`config.mk`:
```
export PLATFORM = sky130hd
export DESIGN_NAME = irq_ctrl_top
export DESIGN_NICKNAME = d
export VERILOG_FILES = /design/src/rtl/irq_pkg.sv /design/src/rtl/irq_sr_reg.sv /design/src/rtl/irq_pend.sv /design/src/rtl/irq_arb.sv /design/src/rtl/irq_ctrl_top.sv
export SDC_FILE = /design/constraint.sdc
export NUM_CORES = 1
export LEC_CHECK = 0
export ABC_AREA = 1
export BUFFER_PORTS_ARGS = -buffer_cell sky130_fd_sc_hd__buf_2
export CAP_MARGIN = 40
export CORE_UTILIZATION = 35
export DETAILED_ROUTE_END_ITERATION = 10
export GPL_TIMING_DRIVEN = 0
export PLACE_DENSITY = 0.68
export SYNTH_ARGS = -nofsm -noshare
export SYNTH_HDL_FRONTEND = slang
export SYNTH_SLANG_ARGS = --single-unit
```
`constraint.sdc`:
```
create_clock -name clk -period 0.95 [get_ports clk]
set_clock_uncertainty 0.05 [all_clocks]
set_input_delay 0.0475 -clock clk [delete_from_list [all_inputs] [get_ports clk]]
set_output_delay 0.0475 -clock clk [all_outputs]
set_load 0.005 [all_outputs]
```
`src/rtl/irq_pkg.sv`:
```
// Package: shared widths, level assignments and status word bit positions
// for the interrupt controller. Assumes levels are numbered 1..NUM_LVL.
package irq_pkg;
    localparam int LVL_W   = 3;
    localparam int NUM_LVL = (1 << LVL_W) - 1;
    localparam int SR_W    = 16;
    localparam int FLG_W   = 5;

    localparam int LVL_EXT = 2;
    localparam int LVL_HBL = 4;
    localparam int LVL_VBL = 6;
    localparam int LVL_NMI = NUM_LVL;

    localparam int POS_TRACE = 15;
    localparam int POS_SUPER = 13;
    localparam int POS_MSK_L = 8;
    localparam int POS_MSK_H = POS_MSK_L + LVL_W - 1;

    localparam logic [SR_W-1:0] SR_RESET = 16'h2700;
endpackage

```
`src/rtl/irq_sr_reg.sv`:
```
// Status word storage. Holds trace, supervisor, mask and flags. Writes in
// user state touch the flags only. An acknowledge overrides the mask field.
// Assumes ack_level is 0 or a valid level.
module irq_sr_reg
    import irq_pkg::*;
(
    input  logic             clk,
    input  logic             rst_n,
    input  logic             we,
    input  logic             super_wr,
    input  logic [SR_W-1:0]  wdata,
    input  logic             ack_valid,
    input  logic [LVL_W-1:0] ack_level,
    output logic [SR_W-1:0]  rdata,
    output logic [LVL_W-1:0] mask
);
    logic             trace_q;
    logic             super_q;
    logic [LVL_W-1:0] mask_q;
    logic [FLG_W-1:0] flg_q;
    logic             ack_load;

    assign ack_load = ack_valid && (ack_level != '0);

    // Update the status fields from writes, acknowledges and reset.
    always_ff @(posedge clk) begin
        if (!rst_n) begin
            trace_q <= SR_RESET[POS_TRACE];
            super_q <= SR_RESET[POS_SUPER];
            mask_q  <= SR_RESET[POS_MSK_H:POS_MSK_L];
            flg_q   <= SR_RESET[FLG_W-1:0];
        end else begin
            if (we) begin
                flg_q <= wdata[FLG_W-1:0];
                if (super_wr) begin
                    trace_q <= wdata[POS_TRACE];
                    super_q <= wdata[POS_SUPER];
                    mask_q  <= wdata[POS_MSK_H:POS_MSK_L];
                end
            end
            if (ack_load)
                mask_q <= ack_level;
        end
    end

    // Assemble the read word; unused positions read zero.
    always_comb begin
        rdata                       = '0;
        rdata[POS_TRACE]            = trace_q;
        rdata[POS_SUPER]            = super_q;
        rdata[POS_MSK_H:POS_MSK_L]  = mask_q;
        rdata[FLG_W-1:0]            = flg_q;
    end

    assign mask = mask_q;

    assert_user_keeps_ctrl_R4: assert property (@(posedge clk) disable iff (!rst_n)
        (we && !super_wr && !ack_load) |=> $stable(rdata[SR_W-1:8]));

    assert_ack_loads_mask_R10: assert property (@(posedge clk) disable iff (!rst_n)
        ack_load |=> (mask == $past(ack_level)));
endmodule

```
`src/rtl/irq_pend.sv`:
```
// Pending request bits, one per level. Levels below the top are
// level-sensitive; the top level is edge-captured when NMI_EN is set.
// Assumes clr carries at most one bit per cycle.
module irq_pend
    import irq_pkg::*;
#(
    parameter bit NMI_EN = 1'b1
) (
    input  logic             clk,
    input  logic             rst_n,
    input  logic [NUM_LVL:1] req_in,
    input  logic [NUM_LVL:1] clr,
    output logic [NUM_LVL:1] pend
);
    for (genvar l = 1; l <= NUM_LVL; l++) begin : g_lvl
        if (l == NUM_LVL) begin : g_edge
            if (NMI_EN) begin : g_on
                logic prev_q;
                logic rise;
                assign rise = req_in[l] && !prev_q;
                // Capture a rising edge of the top request and hold until acknowledged.
                always_ff @(posedge clk) begin
                    if (!rst_n) begin
                        prev_q  <= 1'b0;
                        pend[l] <= 1'b0;
                    end else begin
                        prev_q  <= req_in[l];
                        pend[l] <= rise || (pend[l] && !clr[l]);
                    end
                end

                assert_nmi_once_R9: assert property (@(posedge clk) disable iff (!rst_n)
                    (clr[l] && prev_q && req_in[l]) |=> !pend[l]);
            end else begin : g_off
                assign pend[l] = 1'b0;
            end
        end else begin : g_level
            // Set while the input is high, hold until acknowledged.
            always_ff @(posedge clk) begin
                if (!rst_n)
                    pend[l] <= 1'b0;
                else
                    pend[l] <= req_in[l] || (pend[l] && !clr[l]);
            end

            assert_level_sets_R8: assert property (@(posedge clk) disable iff (!rst_n)
                req_in[l] |=> pend[l]);
        end
    end
endmodule

```
`src/rtl/irq_arb.sv`:
```
// Priority arbiter: picks the highest pending level above the mask; the top
// level ignores the mask. Purely combinational.
module irq_arb
    import irq_pkg::*;
(
    input  logic [NUM_LVL:1] pend,
    input  logic [LVL_W-1:0] mask,
    output logic [LVL_W-1:0] level,
    output logic             valid
);
    // Scan upward so the last permitted hit is the highest level.
    always_comb begin
        level = '0;
        for (int l = 1; l <= NUM_LVL; l++) begin
            if (pend[l] && ((LVL_W'(l) > mask) || (l == NUM_LVL)))
                level = LVL_W'(l);
        end
        valid = (level != '0);
    end
endmodule

```
`src/rtl/irq_ctrl_top.sv`:
```
// Interrupt controller top: maps the named sources onto levels, keeps the
// status word and presents the highest permitted pending level.
// Assumes the core acknowledges only levels it has been offered.
module irq_ctrl_top
    import irq_pkg::*;
#(
    parameter bit NMI_EN = 1'b1
) (
    input  logic             clk,
    input  logic             rst_n,
    input  logic             sr_we,
    input  logic             sr_super,
    input  logic [15:0]      sr_wdata,
    output logic [15:0]      sr_rdata,
    input  logic             ext_req,
    input  logic             hblank_req,
    input  logic             vblank_req,
    input  logic             nmi_req,
    input  logic             ack_valid,
    input  logic [2:0]       ack_level,
    output logic [2:0]       irq_level,
    output logic             irq_valid
);
    logic [NUM_LVL:1] req_vec;
    logic [NUM_LVL:1] clr_vec;
    logic [NUM_LVL:1] pend;
    logic [LVL_W-1:0] mask;

    // Route each named source to its fixed level.
    always_comb begin
        req_vec          = '0;
        req_vec[LVL_EXT] = ext_req;
        req_vec[LVL_HBL] = hblank_req;
        req_vec[LVL_VBL] = vblank_req;
        req_vec[LVL_NMI] = nmi_req;
    end

    // Decode the acknowledged level into a one-hot clear.
    always_comb begin
        for (int l = 1; l <= NUM_LVL; l++)
            clr_vec[l] = ack_valid && (ack_level == LVL_W'(l));
    end

    irq_sr_reg u_sr (
        .clk       (clk),
        .rst_n     (rst_n),
        .we        (sr_we),
        .super_wr  (sr_super),
        .wdata     (sr_wdata),
        .ack_valid (ack_valid),
        .ack_level (ack_level),
        .rdata     (sr_rdata),
        .mask      (mask)
    );

    irq_pend #(.NMI_EN(NMI_EN)) u_pend (
        .clk    (clk),
        .rst_n  (rst_n),
        .req_in (req_vec),
        .clr    (clr_vec),
        .pend   (pend)
    );

    irq_arb u_arb (
        .pend  (pend),
        .mask  (mask),
        .level (irq_level),
        .valid (irq_valid)
    );

    assert_mask_blocks_R6: assert property (@(posedge clk) disable iff (!rst_n)
        irq_valid |-> ((irq_level > sr_rdata[10:8]) || (irq_level == 3'd7)));

    assert_clr_onehot_R10: assert property (@(posedge clk) disable iff (!rst_n)
        $onehot0(clr_vec));
endmodule

```
==> results of run 1 <==
==> area by class of cell <==
cell class	instances	area [sq um]	area share [%]
Sequential cell	18	374.1	27.46
Multi-Input combinational cell	86	445.4	32.69
Clock buffer	4	36.28	2.663
Inverter	15	61.31	4.500
Tap cell	28	35.03	2.571
Buffer	7	52.55	3.857
Timing Repair Buffer	52	357.8	26.26
==> cell usage in the layout (no fill, tap or decap), drive strengths merged <==
cell and count:
nand4 1, o21ai 18, nor3 1, nand3 7, a21boi 1, buf 45
inv 15, conb 6, dlygate4sd3 13, nor2 22, nand2 26, clkbuf 5
a21oi 3, o22ai 1, dfxtp 18
==> synthesized netlist by cell type, drive strengths merged <==
| cell type | n |
|---|---|
| a21boi | 1 |
| a21oi | 3 |
| buf | 9 |
| conb | 1 |
| dfxtp | 18 |
| inv | 15 |
| nand2 | 26 |
| nand3 | 7 |
| nand4 | 1 |
| nor2 | 22 |
| nor3 | 1 |
| o21ai | 18 |
| o22ai | 1 |
==> logic make-up (layout without fill, tap and decap cells) <==
kind of cell / after synthesis / in the layout / synth area share, %
other: 1 / 6 / 0.4300
buffers and inverters: 24 / 78 / 13.92
AND/OR/NAND/NOR: 57 / 57 / 29.41
AO/OA/AOI/OAI: 23 / 23 / 14.92
flip-flops: 18 / 18 / 41.32
==> state kept, by name, summed over array words and instances, names as in the netlist <==
signal	cells
u_pend.g_lvl.g_edge.g_on.prev_q	1
u_sr.super_q	1
u_sr.mask	3
u_sr.flg_q	5
u_pend.pend	7
u_sr.trace_q	1
==> worst register-to-register path, stage by stage (launching register included) <==
cell and delay (ps):
dfxtp_4 370, buf_6 110, buf_4 120, o21ai_2 100
nand2_1 50
==> metrics by stage <==
step / util (%) / hold WS, ps / instances / cell area [sq um] / worst slack [ps]
2_1_floorplan: - / 108.9 / 128 / 893.4 / 8.115
3_3_place_gp: 48.49 / 200.4 / 191 / 1104 / -107.8
3_5_place_dp: 48.49 / 203.1 / 191 / 1104 / -144.9
4_1_cts: 58.27 / 21.53 / 209 / 1326 / -443.7
5_1_grt: 59.87 / 56.98 / 210 / 1363 / -540.7
6_report: 59.87 / 21.45 / 210 / 1363 / -465.8
==> how the worst max path moves through the flow <==
| stage | endpoint | slack, ps | depth (start not counted) | from |
|---|---|---|---|---|
| 5_1_grt | irq_valid | -540 | 8 | u_sr.mask[0] |
| 2_1_floorplan | irq_valid | 8 | 5 | u_sr.mask[0] |
| 4_1_cts | irq_valid | -440 | 6 | u_sr.mask[1] |
| 3_5_place_dp | irq_valid | -140 | 6 | u_sr.mask[2] |
| 6_report | irq_valid | -470 | 6 | u_sr.mask[2] |
| 3_3_place_gp | irq_valid | -110 | 8 | u_sr.mask[1] |
==> power breakdown <==
group | switching [mW] | internal (mW)
Sequential | 0.0445 | 0.803
Combinational | 0.191 | 0.213
Clock | 0.244 | 0.234
==> metal layers <==
| layer | share of wire [%] | vias to the layer above | GRT usage [%] | wire, um |
|---|---|---|---|---|
| met5 | 0 | - | 0 | 0 |
| met4 | 1.0 | 0 | 6.757 | 24 |
| met3 | 5.0 | 4 | 4.094 | 117 |
| met2 | 51 | 32 | 34.19 | 1189 |
| met1 | 43 | 396 | 19.36 | 997 |
| li1 | - | 497 | - | - |
==> repair_timing <==
item	in CTS	in global routing
gates resized for setup	14	8
hold buffers	13	0
pin swaps	4	3
setup endpoints to repair	6	10
hold endpoints to repair	13	0
gates cloned	0	0
buffers inserted	3	1
==> flow_summary.toml, run 1 <==
[logic_synthesis]
syn_area_per_cell_sq_um = 7.090
yosysUniqueCellTypes = 21
synthesis.area_sq_um = 872.1
seq_area_frac_synth_pct = 41.32
netlist_top_cells_area = "dfxtp_1 41%, nand2_1 9.5%, nor2_1 7.7%"
ys_warn_count = 0
synth_top_area_share_pct = 41.32
synth_seq_cells = 18
synth_cells = 123
synth_largest_area_cell = "dfxtp_1"

[worst_setup_path]
r2r_start = "u_sr.mask[0]"
start_kind = "register"
critPathArrivalTime_ps = 1320
cp.required_ps = 850
cp_max_fo = 4
path_buf_inv = 2
cp_slowest_cell = "dfxtp_4"
cp_cell_sequence = "inv_6, o21ai_4, nand3_2, nor2_2, nand3_1, buf_2"
path_delay_family = "flip-flops"
cp_slowest_stage_delay_ps = 400
r2r_slack_ps = 40
crit_path_end_kind = "primary output"
reg2reg_to = "u_sr.mask[0]"
crit_type = "reg2out"
reg2reg_depth = 4

[floorplan]
die_x_um = 51.92
start_util_pct = 38.32
row_count = 17
dieHeight_um = 51.92
die_area_sq_um = 2695
coreArea_sq_um = 2276
ioPinCount = 48

[layout]
fin_nets = 211
fillers = 212
drive_above_1_share_pct = 42.31
syn_to_final_growth_pct = 56.24
n_antenna_cell = 0

[sta]
finalHoldViolCount = 0
period_minus_slack_ps = 1416
fin_setup_tns_ps = -1802
rsz0062_at_grt = "yes"
timing.fmax_ghz = 0.7063
finalCritPeriodShare_pct = 149.0
timing.final.ws_setup_ps = -465.8
finalSetupViolCount = 7
final_max_slew_viol_count = 0

[global_routing]
overflow = 0
grt_antenna_before_repair = 0
grt_pass1_wl_mm = 3.525
first_global_vias = 846
grt_usage_pct = 18.20
grt_max_degree = 11

[placement]
port_buffers = 35
place_congestion = 0.7475
dp_hpwl_mm = 1.547

[min_path]
hp-class = "in2reg"
holdPathEnd = "u_sr.mask[2]"
min_path_cells = 3
min_from = "ack_level[2]"

[outcome]
violations = "negative setup slack"
outcome = "finished, violations left"

[route]
wirelength_mm = 2.328
drc = 0
dr.pass1.iters = 4
wl_per_cell_um = 11.09
ant_nets = 0
num_vias = 929
drt-initial-drc-count = 7
viasPerCell = 4.424

[clock_network]
cts_tree = "built"
htree_levels = 1
clock_latency_ps = 290
cts_root_buffer = "clkbuf_4"
cts_made_buffers = 3
cts_buffer_depth = 2
path_clk_slew_ps = 110
cts.sinks = 18

[power_and_ir_drop]
power_density_nw_per_um2 = 1270
power_mw = 1.730
p_leak_nw = 0.6933
peakVddDrop_mv = 0.9829

[flow_run]
maxCapViolations = 0
Note: power is estimated with default switching activity, not from simulation.
==> inputs of run 2 (changes only) <==
--- a/config.mk
+++ b/config.mk
@@ -6,7 +6,7 @@
 export NUM_CORES = 1
 export LEC_CHECK = 0
 export ABC_AREA = 1
-export BUFFER_PORTS_ARGS = -buffer_cell sky130_fd_sc_hd__buf_2
+export BUFFER_PORTS_ARGS = -buffer_cell sky130_fd_sc_hd__buf_4
 export CAP_MARGIN = 40
 export CORE_UTILIZATION = 35
 export DETAILED_ROUTE_END_ITERATION = 10
==> flow_summary.toml, run 2 (synthesis results as in run 1) <==
[outcome]
outcome = "finished, violations left"
violations = "negative setup slack"

[power_and_ir_drop]
power_density_nw_per_um2 = 1175
p_leak_nw = 0.7146
power_mw = 1.686
peakVddDrop_mv = 0.8996

[global_routing]
first_global_vias = 892
grt_max_degree = 11
grt_usage_pct = 18.55
overflow = 0
grt_pass1_wl_mm = 3.615
grt_antenna_before_repair = 0

[worst_setup_path]
crit_path_end_kind = "primary output"
r2r_slack_ps = 30
start_kind = "register"
path_delay_family = "simple AND/OR/NAND/NOR gates"
path_buf_inv = 1
r2r_start = "u_sr.mask[1]"
cp_slowest_stage_delay_ps = 330
cp_max_fo = 2
startpoint = "u_pend.pend[6]"
endpoint = "irq_valid"
crit_top_cell = "nor2_2"
crit_type = "reg2out"
reg2reg_depth = 4
critPathArrivalTime_ps = 1330
cp.depth = 6
cp.required_ps = 850
cp_slowest_cell = "dfxtp_1"
cp_cell_sequence = "a21boi_2, nor2_2, nand3_2, nor2_2, nand3_1, buf_4"
reg2reg_to = "u_sr.mask[1]"

[clock_network]
path_clk_slew_ps = 100
cts_root_buffer = "clkbuf_4"
cts.sinks = 18
cts_made_buffers = 3
htree_levels = 1
cts_tree = "built"
clock_latency_ps = 280
cts_buffer_depth = 2

[floorplan]
dieHeight_um = 51.92
start_util_pct = 38.32
coreArea_sq_um = 2276
die_area_sq_um = 2695
ioPinCount = 48
die_x_um = 51.92
row_count = 17

[sta]
finalCritPeriodShare_pct = 150.4
timing.final.ws_setup_ps = -478.9
timing.fmax_ghz = 0.6998
hold_ws_ps = 11.52
final_max_slew_viol_count = 0
rsz0062_at_grt = "yes"
finalHoldViolCount = 0
period_minus_slack_ps = 1429
finalSetupViolCount = 7

[route]
wirelength_mm = 2.299
dr.pass1.iters = 4
viasPerCell = 4.564
num_vias = 963
ant_nets = 0
drc = 0
drt-initial-drc-count = 17
wl_per_cell_um = 10.90

[layout]
syn_to_final_growth_pct = 64.56
n_antenna_cell = 0
drive_above_1_share_pct = 41.53
regMostFlops = "u_pend.pend"
layout_commonest_cell = "buf_4"
instances_no_fill = 211
final_util_pct = 63.06
seq_area_sq_um = 374.1
multiInputGateArea_sq_um = 431.7
fillers = 204
largest_register_ffs = 7
layout_common_cells = "41 x buf_4, 21 x nand2_1, 17 x nor2_1, 13 x dlygate4sd3_1, 13 x dfxtp_1"
fin_nets = 213

[placement]
dp_cells = 191
dp_hpwl_mm = 1.600
place_congestion = 0.7476
dpl_worst_slack_ps = -170.1
port_buffers = 35

[min_path]
hp-class = "in2reg"

[flow_run]
maxCapViolations = 0
[run 2: cell count changes in the layout (fill, tap and decap cells not counted), sizes merged]
| cell | previous run | this run |
|---|---|---|
| clkbuf | 5 | 4 |
| buf | 45 | 47 |
[run 2: worst register-to-register path, delay by kind of cell, from the launching register on]
| kind | cells | cell delay, ps |
|---|---|---|
| DFF | 1 | 390 |
| buffers and inverters | 2 | 240 |
| AOI/OAI and AO/OA | 1 | 90 |
| and+or+nand+nor | 1 | 60 |
[run 2: repair_timing]
item                       in CTS  in global routing
pin swaps                       3                  2
setup endpoints to repair       6                 11
setup buffers                   2                  4
gates cloned                    0                  0
gates resized for setup        11                 10
hold endpoints to repair       13                  0
hold buffers                   13                  0
[run 2: cell type report]
cell class	instances	share of cell area [%]
Sequential cell	18	26.07
Multi-Input combinational cell	86	30.08
Inverter	15	4.098
Tap cell	28	2.441
Timing Repair Buffer	54	32.08
Buffer	7	3.662
Clock buffer	3	1.569
[run 2: power by group]
group | internal (mW) | total [mW] | switching [mW]
logic | 0.276 | 0.467 | 0.191
clock network | 0.147 | 0.373 | 0.226
registers | 0.803 | 0.846 | 0.0436
total | 1.23 | 1.69 | 0.460
[run 2: worst min-delay path by stage]
stage            startpoint                            endpoint  slack (ps)  cells after the start
2_1_floorplan       nmi_req  u_pend.g_lvl[7].g_edge.g_on.prev_q         110                      2
3_5_place_dp   sr_wdata[13]                        u_sr.super_q         200                      3
4_1_cts               sr_we                       u_sr.flg_q[0]           6                      3
3_3_place_gp   sr_wdata[13]                        u_sr.super_q         200                      3
5_1_grt        ack_level[2]                        u_sr.mask[2]          30                      3
6_report              sr_we                       u_sr.flg_q[0]          10                      3
[run 2: routing by layer]
| metal | vias to the layer above | GRT usage (%) | share of wire [%] |
|---|---|---|---|
| met4 | 0 | 6.757 | 1.5 |
| met1 | 423 | 20.93 | 41 |
| met5 | - | 0 | 0 |
| met2 | 36 | 33.33 | 52 |
| met3 | 4 | 4.386 | 6.3 |
| li1 | 500 | - | - |
[run 2: metrics by stage]
| stage | setup TNS [ps] | cell area [sq um] |
|---|---|---|
| 2_1_floorplan | 0 | 893.4 |
| 3_3_place_gp | -307.9 | 1191 |
| 3_5_place_dp | -444.5 | 1191 |
| 4_1_cts | -1744 | 1383 |
| 5_1_grt | -2436 | 1435 |
| 6_report | -1989 | 1435 |
==> inputs of run 3 (changes only) <==
--- a/config.mk
+++ b/config.mk
@@ -8,10 +8,11 @@
 export ABC_AREA = 1
 export BUFFER_PORTS_ARGS = -buffer_cell sky130_fd_sc_hd__buf_4
 export CAP_MARGIN = 40
-export CORE_UTILIZATION = 35
+export CORE_UTILIZATION = 39
 export DETAILED_ROUTE_END_ITERATION = 10
 export GPL_TIMING_DRIVEN = 0
-export PLACE_DENSITY = 0.68
+export PLACE_DENSITY = 0.74
+export SKIP_CTS_REPAIR_TIMING = 1
 export SYNTH_ARGS = -nofsm -noshare
 export SYNTH_HDL_FRONTEND = slang
 export SYNTH_SLANG_ARGS = --single-unit
==> flow_summary.toml, run 3 (synthesis results as in run 1) <==
[outcome]
outcome = "finished, violations left"
violations = "negative setup slack"

[layout]
fillers = 187
layout_common_cells = "41 x buf_4, 20 x nand2_1, 18 x nor2_1, 13 x dlygate4sd3_1, 13 x dfxtp_1"
fin_nets = 208
layout_commonest_cell = "buf_4"
syn_to_final_growth_pct = 58.11
n_antenna_cell = 0
drive_above_1_share_pct = 39.11
regMostFlops = "u_pend.pend"
largest_register_ffs = 7

[route]
dr.pass1.iters = 2
num_vias = 916
viasPerCell = 4.447
ant_nets = 0
drt-initial-drc-count = 6
wirelength_mm = 2.097
wl_per_cell_um = 10.18
drc = 0

[worst_setup_path]
cp_slowest_cell = "dfxtp_4"
cp_slowest_stage_delay_ps = 390
critPathArrivalTime_ps = 1310
cp_cell_sequence = "inv_4, o21ai_4, nand3_2, nor2_2, nand3_1, buf_4"
crit_type = "reg2out"
crit_path_end_kind = "primary output"
path_buf_inv = 2
cp.required_ps = 850
start_kind = "register"
r2r_slack_ps = 240
path_delay_family = "flip-flops"
cp_max_fo = 5

[sta]
finalHoldViolCount = 0
final_max_slew_viol_count = 0
finalSetupViolCount = 4
timing.fmax_ghz = 0.7094
timing.final.ws_setup_ps = -459.7
period_minus_slack_ps = 1410
hold_ws_ps = 3.205
rsz0062_at_grt = "yes"
finalCritPeriodShare_pct = 148.4

[floorplan]
die_x_um = 49.29
start_util_pct = 43.13
dieHeight_um = 49.29
coreArea_sq_um = 2022
row_count = 16
ioPinCount = 48
die_area_sq_um = 2429

[power_and_ir_drop]
power_density_nw_per_um2 = 1258
power_mw = 1.735
peakVddDrop_mv = 0.7592
p_leak_nw = 0.6893

[min_path]
hp-class = "in2reg"

[placement]
dp_hpwl_mm = 1.595
port_buffers = 35
place_congestion = 0.7401
dpl_worst_slack_ps = -152.6

[global_routing]
grt_usage_pct = 17.83
overflow = 0
grt_max_degree = 11
grt_pass1_wl_mm = 3.374
grt_antenna_before_repair = 0
first_global_vias = 851

[clock_network]
htree_levels = 1
cts_buffer_depth = 2
path_clk_slew_ps = 110
cts_root_buffer = "clkbuf_4"
cts_made_buffers = 3
clock_latency_ps = 290
cts_tree = "built"
cts.sinks = 18

[flow_run]
maxCapViolations = 0
run 3: worst register-to-register path: stages, from the launching register on:
cell	delay [ps]
dfxtp_4	390
o21ai_1	130
nand2_1	50
run 3: final timing paths:
path / start / endpoint / depth (start not counted)
max: u_sr.mask[2] / irq_valid / 6
min: sr_we / u_sr.flg_q[4] / 3
max reg2reg: u_sr.mask[1] / u_sr.mask[1] / 2
min reg2reg: u_pend.g_lvl[7].g_edge.g_on.prev_q / u_pend.pend[7] / 1
run 3: area by class of cell:
cell class	count	area, sq um	share of cell area, %
Inverter	15	58.81	4.265
Multi-Input combinational cell	86	424.2	30.76
Timing Repair Buffer	49	404.1	29.31
Tap cell	27	33.78	2.450
Clock buffer	4	36.28	2.632
Buffer	7	50.05	3.630
Sequential cell	18	371.6	26.95
run 3: through the flow:
stage / setup TNS (ps) / cell area, sq um / instances / utilization (%)
2_1_floorplan: 0 / 893.4 / 128 / -
3_3_place_gp: -305.9 / 1190 / 190 / 58.85
3_5_place_dp: -384.6 / 1190 / 190 / 58.85
4_1_cts: -1792 / 1226 / 194 / 60.64
5_1_grt: -2084 / 1379 / 206 / 68.19
6_report: -1623 / 1379 / 206 / 68.19
run 3: power breakdown:
group	leakage [nW]	switching (mW)	total [mW]	internal [mW]
sequential	0.149	0.0405	0.844	0.804
combinational	0.519	0.176	0.414	0.238
clock	0.0210	0.243	0.476	0.234
run 3: per-layer routing:
metal	global-route usage, %	routed length (um)	vias up
met5	0	0	-
met4	5.882	19	0
met3	4.361	123	2
met2	32.88	1095	31
met1	19.58	858	398
li1	-	-	485
